[config.mk]
export PLATFORM = sky130hd
export DESIGN_NAME = pv_legacy_regs
export DESIGN_NICKNAME = d
export VERILOG_FILES = /design/src/rtl/pv_legacy_regs.sv
export SDC_FILE = /design/constraint.sdc
export NUM_CORES = 1
export LEC_CHECK = 0
export ABC_AREA = 1
export BUFFER_PORTS_ARGS = -buffer_cell sky130_fd_sc_hd__buf_2
export CAP_MARGIN = 25
export CORE_UTILIZATION = 60
export CTS_BUF_LIST = sky130_fd_sc_hd__clkbuf_4 sky130_fd_sc_hd__clkbuf_8
export DETAILED_ROUTE_END_ITERATION = 12
export GPL_ROUTABILITY_DRIVEN = 0
export PLACE_DENSITY = 0.84
export SLEW_MARGIN = 30
export SYNTH_ARGS = -nofsm -noshare
export SYNTH_HDL_FRONTEND = slang
export SYNTH_SLANG_ARGS = --single-unit
[constraint.sdc]
create_clock -name clk -period 10.8 [get_ports clk]
set_clock_uncertainty 0.15 [all_clocks]
set_input_delay 2.16 -clock clk [delete_from_list [all_inputs] [get_ports clk]]
set_output_delay 2.16 -clock clk [all_outputs]
set_load 0.005 [all_outputs]
[src/rtl/pv_legacy_regs.sv]
module pv_legacy_regs #(
  parameter int          NUM_Q         = 4,
  parameter int          NUM_VEC       = 4,
  parameter logic [15:0] QSIZE         = 16'd256,
  parameter logic [31:0] DEV_FEAT      = 32'h0000_0021,
  parameter logic [31:0] FALLBACK_FEAT = 32'h0,
  localparam int         QW            = (NUM_Q > 1) ? $clog2(NUM_Q) : 1,
  localparam int         AW            = 44
) (
  input  logic          clk,
  input  logic          rst,
  input  logic          msix_en,
  input  logic          acc_valid,
  input  logic          acc_write,
  input  logic [1:0]    acc_size,
  input  logic [7:0]    acc_off,
  input  logic [31:0]   wdata,
  output logic [31:0]   rdata,
  input  logic [7:0]    isr_set,
  output logic          irq,
  output logic          notify_valid,
  output logic [QW-1:0] notify_q,
  output logic          dev_reset,
  output logic [AW-1:0] sel_qaddr,
  output logic          dcfg_valid,
  output logic          dcfg_write,
  output logic [1:0]    dcfg_size,
  output logic [7:0]    dcfg_off,
  output logic [31:0]   dcfg_wdata,
  input  logic [31:0]   dcfg_rdata
);
  localparam logic [31:0] HOSTF = DEV_FEAT | (32'h1 << 24) | (32'h1 << 28) | (32'h1 << 30);
  localparam logic [15:0] NOVEC = 16'hFFFF;

  logic [31:0]   gfeat;
  logic [QW-1:0] qsel;
  logic [AW-1:0] qaddr [NUM_Q];
  logic [15:0]   qvec  [NUM_Q];
  logic [15:0]   cvec;
  logic [7:0]    status, isr, isr_nx;

  wire [7:0] base      = msix_en ? 8'd24 : 8'd20;
  wire       in_common = acc_off < base;
  wire       wr        = acc_valid && acc_write && in_common;
  wire       rd        = acc_valid && !acc_write && in_common;
  wire       w16_ok_q  = wdata[15:0] < 16'(NUM_Q);
  wire       w16_ok_v  = wdata[15:0] < 16'(NUM_VEC);
  wire       do_reset  = wr && ((acc_off == 8'd18 && wdata[7:0] == 8'd0) ||
                                (acc_off == 8'd8 && wdata == 32'd0));

  assign sel_qaddr  = qaddr[qsel];
  assign dcfg_valid = acc_valid && !in_common;
  assign dcfg_write = acc_write;
  assign dcfg_size  = acc_size;
  assign dcfg_off   = acc_off - base;
  assign dcfg_wdata = wdata;

  always_comb begin
    rdata = 32'hFFFF_FFFF;
    if (acc_valid && !in_common) rdata = dcfg_rdata;
    else if (acc_valid) begin
      case (acc_off)
        8'd0:    rdata = HOSTF;
        8'd4:    rdata = gfeat;
        8'd8:    rdata = sel_qaddr[AW-1:12];
        8'd12:   rdata = {16'd0, QSIZE};
        8'd14:   rdata = 32'(qsel);
        8'd18:   rdata = {24'd0, status};
        8'd19:   rdata = {24'd0, isr};
        8'd20:   rdata = {16'd0, cvec};
        8'd22:   rdata = {16'd0, qvec[qsel]};
        default: rdata = 32'hFFFF_FFFF;
      endcase
    end
  end

  assign isr_nx = ((rd && acc_off == 8'd19) ? 8'd0 : isr) | isr_set;

  always_ff @(posedge clk) begin
    if (rst) begin
      isr <= 8'd0;
      irq <= 1'b0;
    end else begin
      isr <= isr_nx;
      irq <= !msix_en && isr_nx[0];
    end
  end

  always_ff @(posedge clk) begin
    if (rst) begin
      notify_valid <= 1'b0;
      notify_q     <= '0;
      dev_reset    <= 1'b0;
    end else begin
      notify_valid <= wr && acc_off == 8'd16 && w16_ok_q;
      notify_q     <= wdata[QW-1:0];
      dev_reset    <= do_reset;
    end
  end

  always_ff @(posedge clk) begin
    if (rst || do_reset) begin
      gfeat  <= 32'd0;
      qsel   <= '0;
      status <= 8'd0;
      cvec   <= NOVEC;
      for (int i = 0; i < NUM_Q; i++) begin
        qaddr[i] <= '0;
        qvec[i]  <= NOVEC;
      end
    end else if (wr) begin
      case (acc_off)
        8'd4:  gfeat <= wdata[30] ? FALLBACK_FEAT : wdata;
        8'd8:  qaddr[qsel] <= {wdata, 12'd0};
        8'd14: if (w16_ok_q) qsel <= wdata[QW-1:0];
        8'd18: status <= wdata[7:0];
        8'd20: cvec <= w16_ok_v ? wdata[15:0] : NOVEC;
        8'd22: qvec[qsel] <= w16_ok_v ? wdata[15:0] : NOVEC;
        default: ;
      endcase
    end
  end
endmodule

Word level (Yosys, flattened, before mapping)
Memory sizes are Yosys's and may differ from the RTL's. A register that Yosys moved wholly into a read port is not among the register bits.
Index checks and enable logic that the tools add are counted.
- register bits after elaboration: 71
- bits in latches: 0
- bits in writable memories: 192
- ROM bits: 0
- output and inout bits: 125
- logic and storage cells: 77
- memories: 2
- add/subtract/negate cells: 1
- multipliers: 0
- div/mod/pow operators: 0
- magnitude comparators: 2
- equality and inequality tests: 9
- shift-type cells: 0
- multiplexer cells: 27
- bitwise operators: 1
- reduce and logical (&&, ||, !) cells: 26
- memories (memory ; words ; width ; rd ports ; clocked after memory_dff ; write ports ; line ; source):
    qaddr ; 4 ; 32 ; 1 ; 1 ; 4 ; 37 ; logic [AW-1:0] qaddr [NUM_Q];
    qvec ; 4 ; 16 ; 1 ; 1 ; 4 ; 38 ; logic [15:0] qvec [NUM_Q];
- operator list (kind ; count):
    $pmux W32 S9 ; 1
    $mux W32 ; 4
    $eq A8 B5 Y1 const B ; 5
    $logic_not A32 Y1 ; 1
    $mux W16 ; 2
    $reduce_or A32 Y1 ; 1
    $eq A8 B4 Y1 const B ; 3
    $logic_not A8 Y1 ; 2
    $lt A16 B3 Y1 const B ; 1
    $reduce_or A16 Y1 ; 1
    $logic_and A1 B1 Y1 ; 12
    $mux W1 ; 12
    $mux W2 ; 6
    $eq A8 B3 Y1 const B ; 1
    $lt A8 B5 Y1 ; 1
    $mux W8 ; 1
    $or A8 B8 Y8 ; 1
    $sub A8 B5 Y8 ; 1
    $reduce_and A2 Y1 ; 3
    $mux W4 ; 1
    $logic_not A1 Y1 ; 3
    $reduce_and A3 Y1 ; 1
    $logic_or A1 B1 Y1 ; 2

Longest topological paths before layout
Gate-level depths: netlist of run 1.
- depth after elaboration: 9
- depth in mapped cells: 15

Worst setup path after synthesis of run 1
OpenSTA, ideal clock, no wires.
- kind: input-to-reg
- start: in msix_en
- end: mem qaddr[0][0] (netlist bit) (enable)
- library setup time: 466 ps
- data arrival time: 6029 ps
- required time: 10184 ps
- slack: 4156 ps
- cell stages on the path: 12
- path buffers: 1
- path through: inv_1 -> ha_1 -> inv_1 -> fa_1 -> nand2_1 -> nand3_2 -> nor2_4 -> nand2_4 -> nor2_4 -> nand4_2 -> buf_4 -> o21ai_0
- RTL lines (element ; line ; source):
    start, declared ; 12 ; input logic msix_en,
    end, declared ; 37 ;

Final worst setup path of run 1
- start: in acc_off[6]
- end: out rdata[24]
- word-level cells in the longest chain between the ends: 4
- elaborated cells between the ends (all ways): 15
- classes of those cells: order compare (1); eq/ne (8); mux (3); reduce/logical (3)
- ends and longest elaborated chain (element ; line ; source):
    start, declared ; 16 ; input logic [7:0] acc_off,
    $lt A8 B5 Y1, or another cell as far along ; 43 ; wire in_common = acc_off < base;
    $logic_not A1 Y1 or $pmux W32 S9 (tied branches) ; 60, 62 ;
    $logic_and A1 B1 Y1 or $mux W32 (tied branches) ; 60, 61 ;
    $mux W32 (*) ; 60 ; if (acc_valid && !in_common) rdata = dcfg_rdata;
    end, declared ; 18 ; output logic [31:0] rdata,
Every way passes the cells marked *; elsewhere a longest branch is shown, timed or not.

==> results of run 1 <==
-- cells in the mapped netlist (3+ instances only) --
| master | count |
|---|---|
| a21oi_1 | 51 |
| a22oi_1 | 6 |
| a31oi_1 | 8 |
| buf_1 | 4 |
| buf_2 | 23 |
| buf_4 | 54 |
| buf_6 | 5 |
| clkbuf_1 | 57 |
| clkinv_1 | 6 |
| dfxtp_1 | 72 |
| edfxtp_1 | 192 |
| inv_1 | 82 |
| inv_2 | 22 |
| nand2_1 | 224 |
| nand3_1 | 34 |
| nand4_1 | 9 |
| nor2_1 | 255 |
| nor2_2 | 3 |
| nor2_4 | 10 |
| nor3_1 | 70 |
| nor3_2 | 30 |
| o211ai_1 | 8 |
| o21ai_0 | 165 |
| o21ai_1 | 6 |
| o22ai_1 | 36 |
| xor2_1 | 4 |
-- cells in the final DEF (no fill, tap or decap), drive strengths merged, types with 2 or more instances in the layout --
cell     instances
nor2           268
nand2          228
nand3           37
o21ai          171
dfxtp           72
clkbuf          62
nand4           11
o2111ai          2
xor2             4
o22ai           36
edfxtp         192
a21oi           52
nor3           102
a22oi            6
ha               2
buf            213
o211ai           8
inv            107
a31oi            8
clkinv          19
conb            12
-- power groups by stage --
| stage | registers [W] | logic, W | clock network, W |
|---|---|---|---|
| 2_1_floorplan | 0.00114 | 0.0000751 | 0 |
| 3_3_place_gp | 0.00114 | 0.000126 | 0 |
| 6_report | 0.00112 | 0.000132 | 0.000893 |
| 4_1_cts | 0.00112 | 0.000129 | 0.000889 |
| 5_1_grt | 0.00112 | 0.000142 | 0.000938 |
| 3_5_place_dp | 0.00114 | 0.000129 | 0 |
-- worst reg2reg max path, cell delays in order, from the launching register on --
cell      delay, ns
dfxtp_2        0.31
buf_4          0.58
clkinv_1       0.21
buf_4          0.35
o21ai_2        0.82
-- cell families after synthesis --
family / after synthesis / synth area share (%)
adders and majority gates: 3 / 0.346
other: 1 / 0.0288
buffers and inverters: 253 / 9.37
and+or+nand+nor: 649 / 22.8
xor gates and xnor gates: 4 / 0.269
DFF: 264 / 55.4
AOI/OAI and AO/OA: 284 / 11.7
-- cell type report --
| cell class | count | area share, % |
|---|---|---|
| timing repair buffer | 213 | 7.73 |
| clock inverter | 18 | 0.827 |
| clock buffer | 62 | 5.21 |
| inverter | 110 | 2.81 |
| multi-input combinational | 952 | 32.0 |
| tap | 275 | 2.34 |
| sequential | 264 | 49.1 |
-- routing by layer --
layer  GRT usage [%]  wire (um)
met1            41.9      13400
met2            52.0      17500
met3            6.09       3990
met4            16.3       1340
met5               0          0
-- registers in the layout, summed over array words and instances (netlist names), named ones only --
name / count
qaddr: 128
irq: 1
cvec: 16
dev_reset: 1
notify_q: 2
gfeat: 31
qvec: 64
status: 8
isr: 8
notify_valid: 1
qsel: 2
-- worst max path at each step --
stage                from          end  slack, ns  depth (start not counted)
2_1_floorplan     msix_en  qaddr[0][0]       4.16                         12
3_3_place_gp   acc_off[6]    rdata[24]       3.75                         10
3_5_place_dp   acc_off[6]    rdata[24]       3.61                         10
4_1_cts        acc_off[6]    rdata[24]       3.58                         10
5_1_grt        acc_off[3]    rdata[24]       3.40                         10
6_report       acc_off[6]    rdata[24]       3.49                         10
-- through the flow --
| stage | instances | setup slack [ns] | power, W | hold WS (ns) |
|---|---|---|---|---|
| after global placement | 1813 | 3.75 | 0.00126 | 0.287 |
| final | 1894 | 3.49 | 0.00214 | 0.309 |
| after floorplan | 1469 | 4.16 | 0.00121 | 0.280 |
| after detailed placement | 1813 | 3.61 | 0.00127 | 0.294 |
| after global routing | 1894 | 3.40 | 0.00220 | 0.337 |
| after CTS | 1893 | 3.58 | 0.00213 | 0.307 |
==> impl_metrics.ini, run 1 <==
[run_status]
status = completed

[detailed_routing]
remaining_drc_errors = 0
vias_per_cell = 5.93
firstDrtPassIters = 6
drt_iter0_drc = 1309
vias = 11200
wl_per_cell_um = 19.1
drt_wl_total_mm = 36.2
ant_nets = 0

[worst_setup_path]
startpoint_type = input port
rrSetupSlack_ns = 7.98
r2r_start = qsel[1]
max_stage_delay_ns = 0.62
cp_cell_sequence = buf_2 -> nor2_4 -> nand3_1 -> nor2_1 -> nand2_1 -> nand4_1 -> nand2_1 -> nor2_1 -> a21oi_1 -> buf_2
crit_path_end_kind = primary output
critical_path.top_delay_family = simple AND/OR/NAND/NOR gates
arrival_ns = 5.00
cp.required_ns = 8.49
crit_slowest_cell = nand4_1
path_class = input port to primary output
worst-path-buf-inv = 2
path_max_fanout = 14
r2r-end = qvec[2][14]
reg2regPathDepth = 4

[synthesis]
synthTopCellsByArea = edfxtp_1 44%, dfxtp_1 11%, nor2_1 7.4%
synth.distinct_cells = 42
synth_ff_type = edfxtp_1
synth-async-reset-ratio_pct = 0
synth_seq_area_share_pct = 55.4
synth.avg_cell_area_um2 = 8.92
ys.warnings.count = 0
synth_top_cell_by_area = edfxtp_1
yosysTopAreaCellShare_pct = 44.3
yosys_register_bits = 264
synth_cells = 1458
synth-edff-count = 192
synth.cell_area_mm2 = 0.0130

[final_layout]
finish.utilization_pct = 69.4
layout-drive-gt1-share_pct = 23.3
finalInstanceArea_mm2 = 0.0147
multi_input_area_mm2 = 0.00470
seqCellArea_mm2 = 0.00721
fill_cells = 1616
final_net_count = 1674
n_antenna_cell = 0
syn2layout_area_growth_pct = 12.9

[pwr]
pwr-share-seq_pct = 52.1
p_sw_w = 0.000504
p_leak_nw = 5.69
power_frac_comb_pct = 6.2
intPower_w = 0.00164
powerDensity_mw_per_mm2 = 146
ir_worst_vdd_mv = 0.126
swShare_pct = 23.6
clock_power_share_pct = 41.7

[timing]
final.min_clock_period_ns = 7.31
fin_tns_setup_ns = 0
max_freq_mhz = 137
worst_pin_slew_ns = 1.01
rsz0062_at_grt = no
finalHoldViolCount = 0
slew_violations = 0
finalCritPeriodShare_pct = 67.7
relSlewSlack_pct = 32.7
finalSetupViolCount = 0

[global_routing]
antenna_found_initial = 0
grt_max_degree = 98
grtUsageTotal_pct = 32.3
grt_pass1_vias = 10600
gr-total-overflow = 0
grt_pass1_wl_mm = 55.0

[place]
io_buffers = 195
place_area_mm2 = 0.0138
hpwlAfterDp_mm = 22.0

[min_path]
min_to = cvec[11]
hold_class = register to register
holdCritStartpoint = cvec[11]
hold-path-cell-count = 2

[floorplanning]
io_pins = 212
core_area_mm2 = 0.0212
die_x_um = 149
die_y_um = 149
die-area_mm2 = 0.0223
fp-row-count = 53
start_util_pct = 61.5

[clock_network]
root_buffer = clkbuf_8
cts_resized = 0
cts.htree.levels = 2
cts_tree = built
clk_pin_slew_ns = 0.06
ctsHoldBuffers = 0
cts_setup_buffers = 0
cts.sinks = 264
cts_buffers = 43
worstSkewPairLatency_ns = 0.57
cts.path.max_buffers = 3

[job]
max_cap_viol_count = 0
(Power assumes the default switching activity.)
==> inputs of run 2 (changes only) <==
- CORE_UTILIZATION: 60 -> 59
- PLACE_DENSITY: 0.84 -> 0.83
- clock period: 10.8 -> 7.1 ns (I/O delays scaled with it)
==> run 2 against run 1 <==
  * Global-route usage rose by 0.14 points
  * Flip-flop and latch count unchanged
  * Count of clock-buffer cells in the layout is 8 higher
  * Sequential share of layout area decreased by 0.13 points
  * Utilization fell by 0.25 points
  * Critical path depth rose by 1
  * Non-clock buffer count increased by 2
  * Wire length increased by 0.25%
  * Die area grew 1.7%
  * Critical path type is now register to primary output
  * Combinational power grew 52%
==> impl_metrics.ini, run 2 (synthesis gave the netlist of run 1 again) <==
[run_status]
status = completed

[clock_network]
cts.sinks = 264
cts.htree.levels = 2
clk_pin_slew_ns = 0.06
cts_tree = built
cts_resized = 0
cts_buffers = 43
cts_setup_buffers = 0
ctsHoldBuffers = 0
cts.path.max_buffers = 3
root_buffer = clkbuf_8
worstSkewPairLatency_ns = 0.55

[global_routing]
grt_pass1_wl_mm = 55.5
grtUsageTotal_pct = 32.5
grt_max_degree = 65
grt.busiest_layer = met2
grt_pass1_vias = 10400
antenna_found_initial = 0
grt_use_met2_pct = 52.2
gr-total-overflow = 0
use_met3_pct = 6.30
use_met1_pct = 42.6

[floorplanning]
die-area_mm2 = 0.0226
die_y_um = 150
io_pins = 212
die_x_um = 150
core_area_mm2 = 0.0213
fp-row-count = 53
start_util_pct = 61.1

[final_layout]
largest_register_ffs = 128
n_antenna_cell = 0
largest_registers = qaddr: 128 flops, qvec: 64 flops, gfeat: 31 flops
layout-drive-gt1-share_pct = 23.6
multi_input_area_mm2 = 0.00470
syn2layout_area_growth_pct = 13.2
layout_commonest_cell = nor2_1
seqCellArea_mm2 = 0.00721
fill_cells = 1574
mostFrequentLayoutCells = 254 x nor2_1, 224 x nand2_1, 195 x buf_2
final_net_count = 1676
largest-register = qaddr

[timing]
finalCritPeriodShare_pct = 78.6
finalHoldViolCount = 0
max_freq_mhz = 179
worst_pin_slew_ns = 0.962
slew_violations = 0
final.min_clock_period_ns = 5.58
rsz0062_at_grt = no
fin_tns_setup_ns = 0
relSlewSlack_pct = 35.9
finalSetupViolCount = 0

[detailed_routing]
vias = 11400
ant_nets = 0
drt_wl_total_mm = 36.3
remaining_drc_errors = 0
drt_iter0_drc = 1477
vias_per_cell = 5.99
firstDrtPassIters = 6
wl_per_cell_um = 19.2

[pwr]
ir_worst_vdd_mv = 0.162
swShare_pct = 22.8
power.total_w = 0.00327
p_leak_nw = 5.71
pwr-share-seq_pct = 51.9
power_frac_comb_pct = 6.1
intPower_w = 0.00252
clock_power_share_pct = 42.0
p_sw_w = 0.000747
powerDensity_mw_per_mm2 = 222

[worst_setup_path]
max_stage_delay_ns = 0.94
path_class = register to primary output
startpoint_type = register
critical_path.top_delay_family = buffers and inverters
cp_cell_sequence = clkinv_2 -> buf_4 -> o21ai_0 -> o22ai_1 -> nand2_1 -> inv_1 -> nor2_1 -> nand3_1 -> nand2_1 -> inv_1 -> buf_2
path_max_fanout = 58
arrival_ns = 4.01
crit_path_end_kind = primary output
r2r_start = qsel[1]
crit_slowest_cell = clkinv_2
worst-path-buf-inv = 5
cp.required_ns = 5.53

[job]
max_cap_viol_count = 0

[place]
io_buffers = 195
hpwlAfterDp_mm = 22.4

[min_path]
holdCritStartpoint = cvec[11]
hold_class = register to register
-- run 2: path summary, 6_finish.rpt --
check / end / slack, ns / cells after the start
hold reg to reg: cvec[11] / 0.31 / 2
setup / recovery: rdata[5] / 1.52 / 11
hold / removal: cvec[11] / 0.31 / 2
setup reg to reg: qvec[2][11] / 4.28 / 4
-- run 2: tightest hold or removal path, stage by stage (launching register included) --
cell and delay, ns:
dfxtp_1 0.32, a21oi_1 0.06, nand2_1 0.05
-- run 2: final cells by class --
| cell class | count | area share, % |
|---|---|---|
| inverters | 110 | 2.82 |
| clock buffers | 70 | 5.61 |
| repair buffers | 215 | 7.78 |
| well taps | 275 | 2.34 |
| flip-flops and latches | 264 | 49.0 |
| multi-input cells | 952 | 31.9 |
| clock inverters | 10 | 0.535 |
-- run 2: metrics by stage --
| step | std cells | area, um^2 | hold slack [ns] | setup slack (ns) | util, % |
|---|---|---|---|---|---|
| 2_1_floorplan | 1469 | 13000 | 0.280 | 1.20 | - |
| 3_3_place_gp | 1815 | 13800 | 0.288 | 1.88 | 64.7 |
| 3_5_place_dp | 1815 | 13800 | 0.294 | 1.83 | 64.7 |
| 4_1_cts | 1895 | 14700 | 0.307 | 1.83 | 69.0 |
| 5_1_grt | 1896 | 14700 | 0.327 | 1.31 | 69.2 |
| 6_report | 1896 | 14700 | 0.308 | 1.52 | 69.2 |
-- run 2: power groups by stage --
stage	Clock, W	Combinational, W	Sequential (W)
global placement	0	0.000193	0.00173
finish	0.00137	0.000201	0.00170
CTS	0.00137	0.000198	0.00170
floorplan	0	0.000114	0.00173
detailed placement	0	0.000197	0.00173
global route	0.00145	0.000217	0.00170
-- run 2: per-layer routing --
| layer | share of wire (%) | up-vias |
|---|---|---|
| met5 | 0 | - |
| met4 | 4.1 | 0 |
| met3 | 13 | 116 |
| met2 | 48 | 853 |
| met1 | 35 | 5264 |
| li1 | - | 5128 |
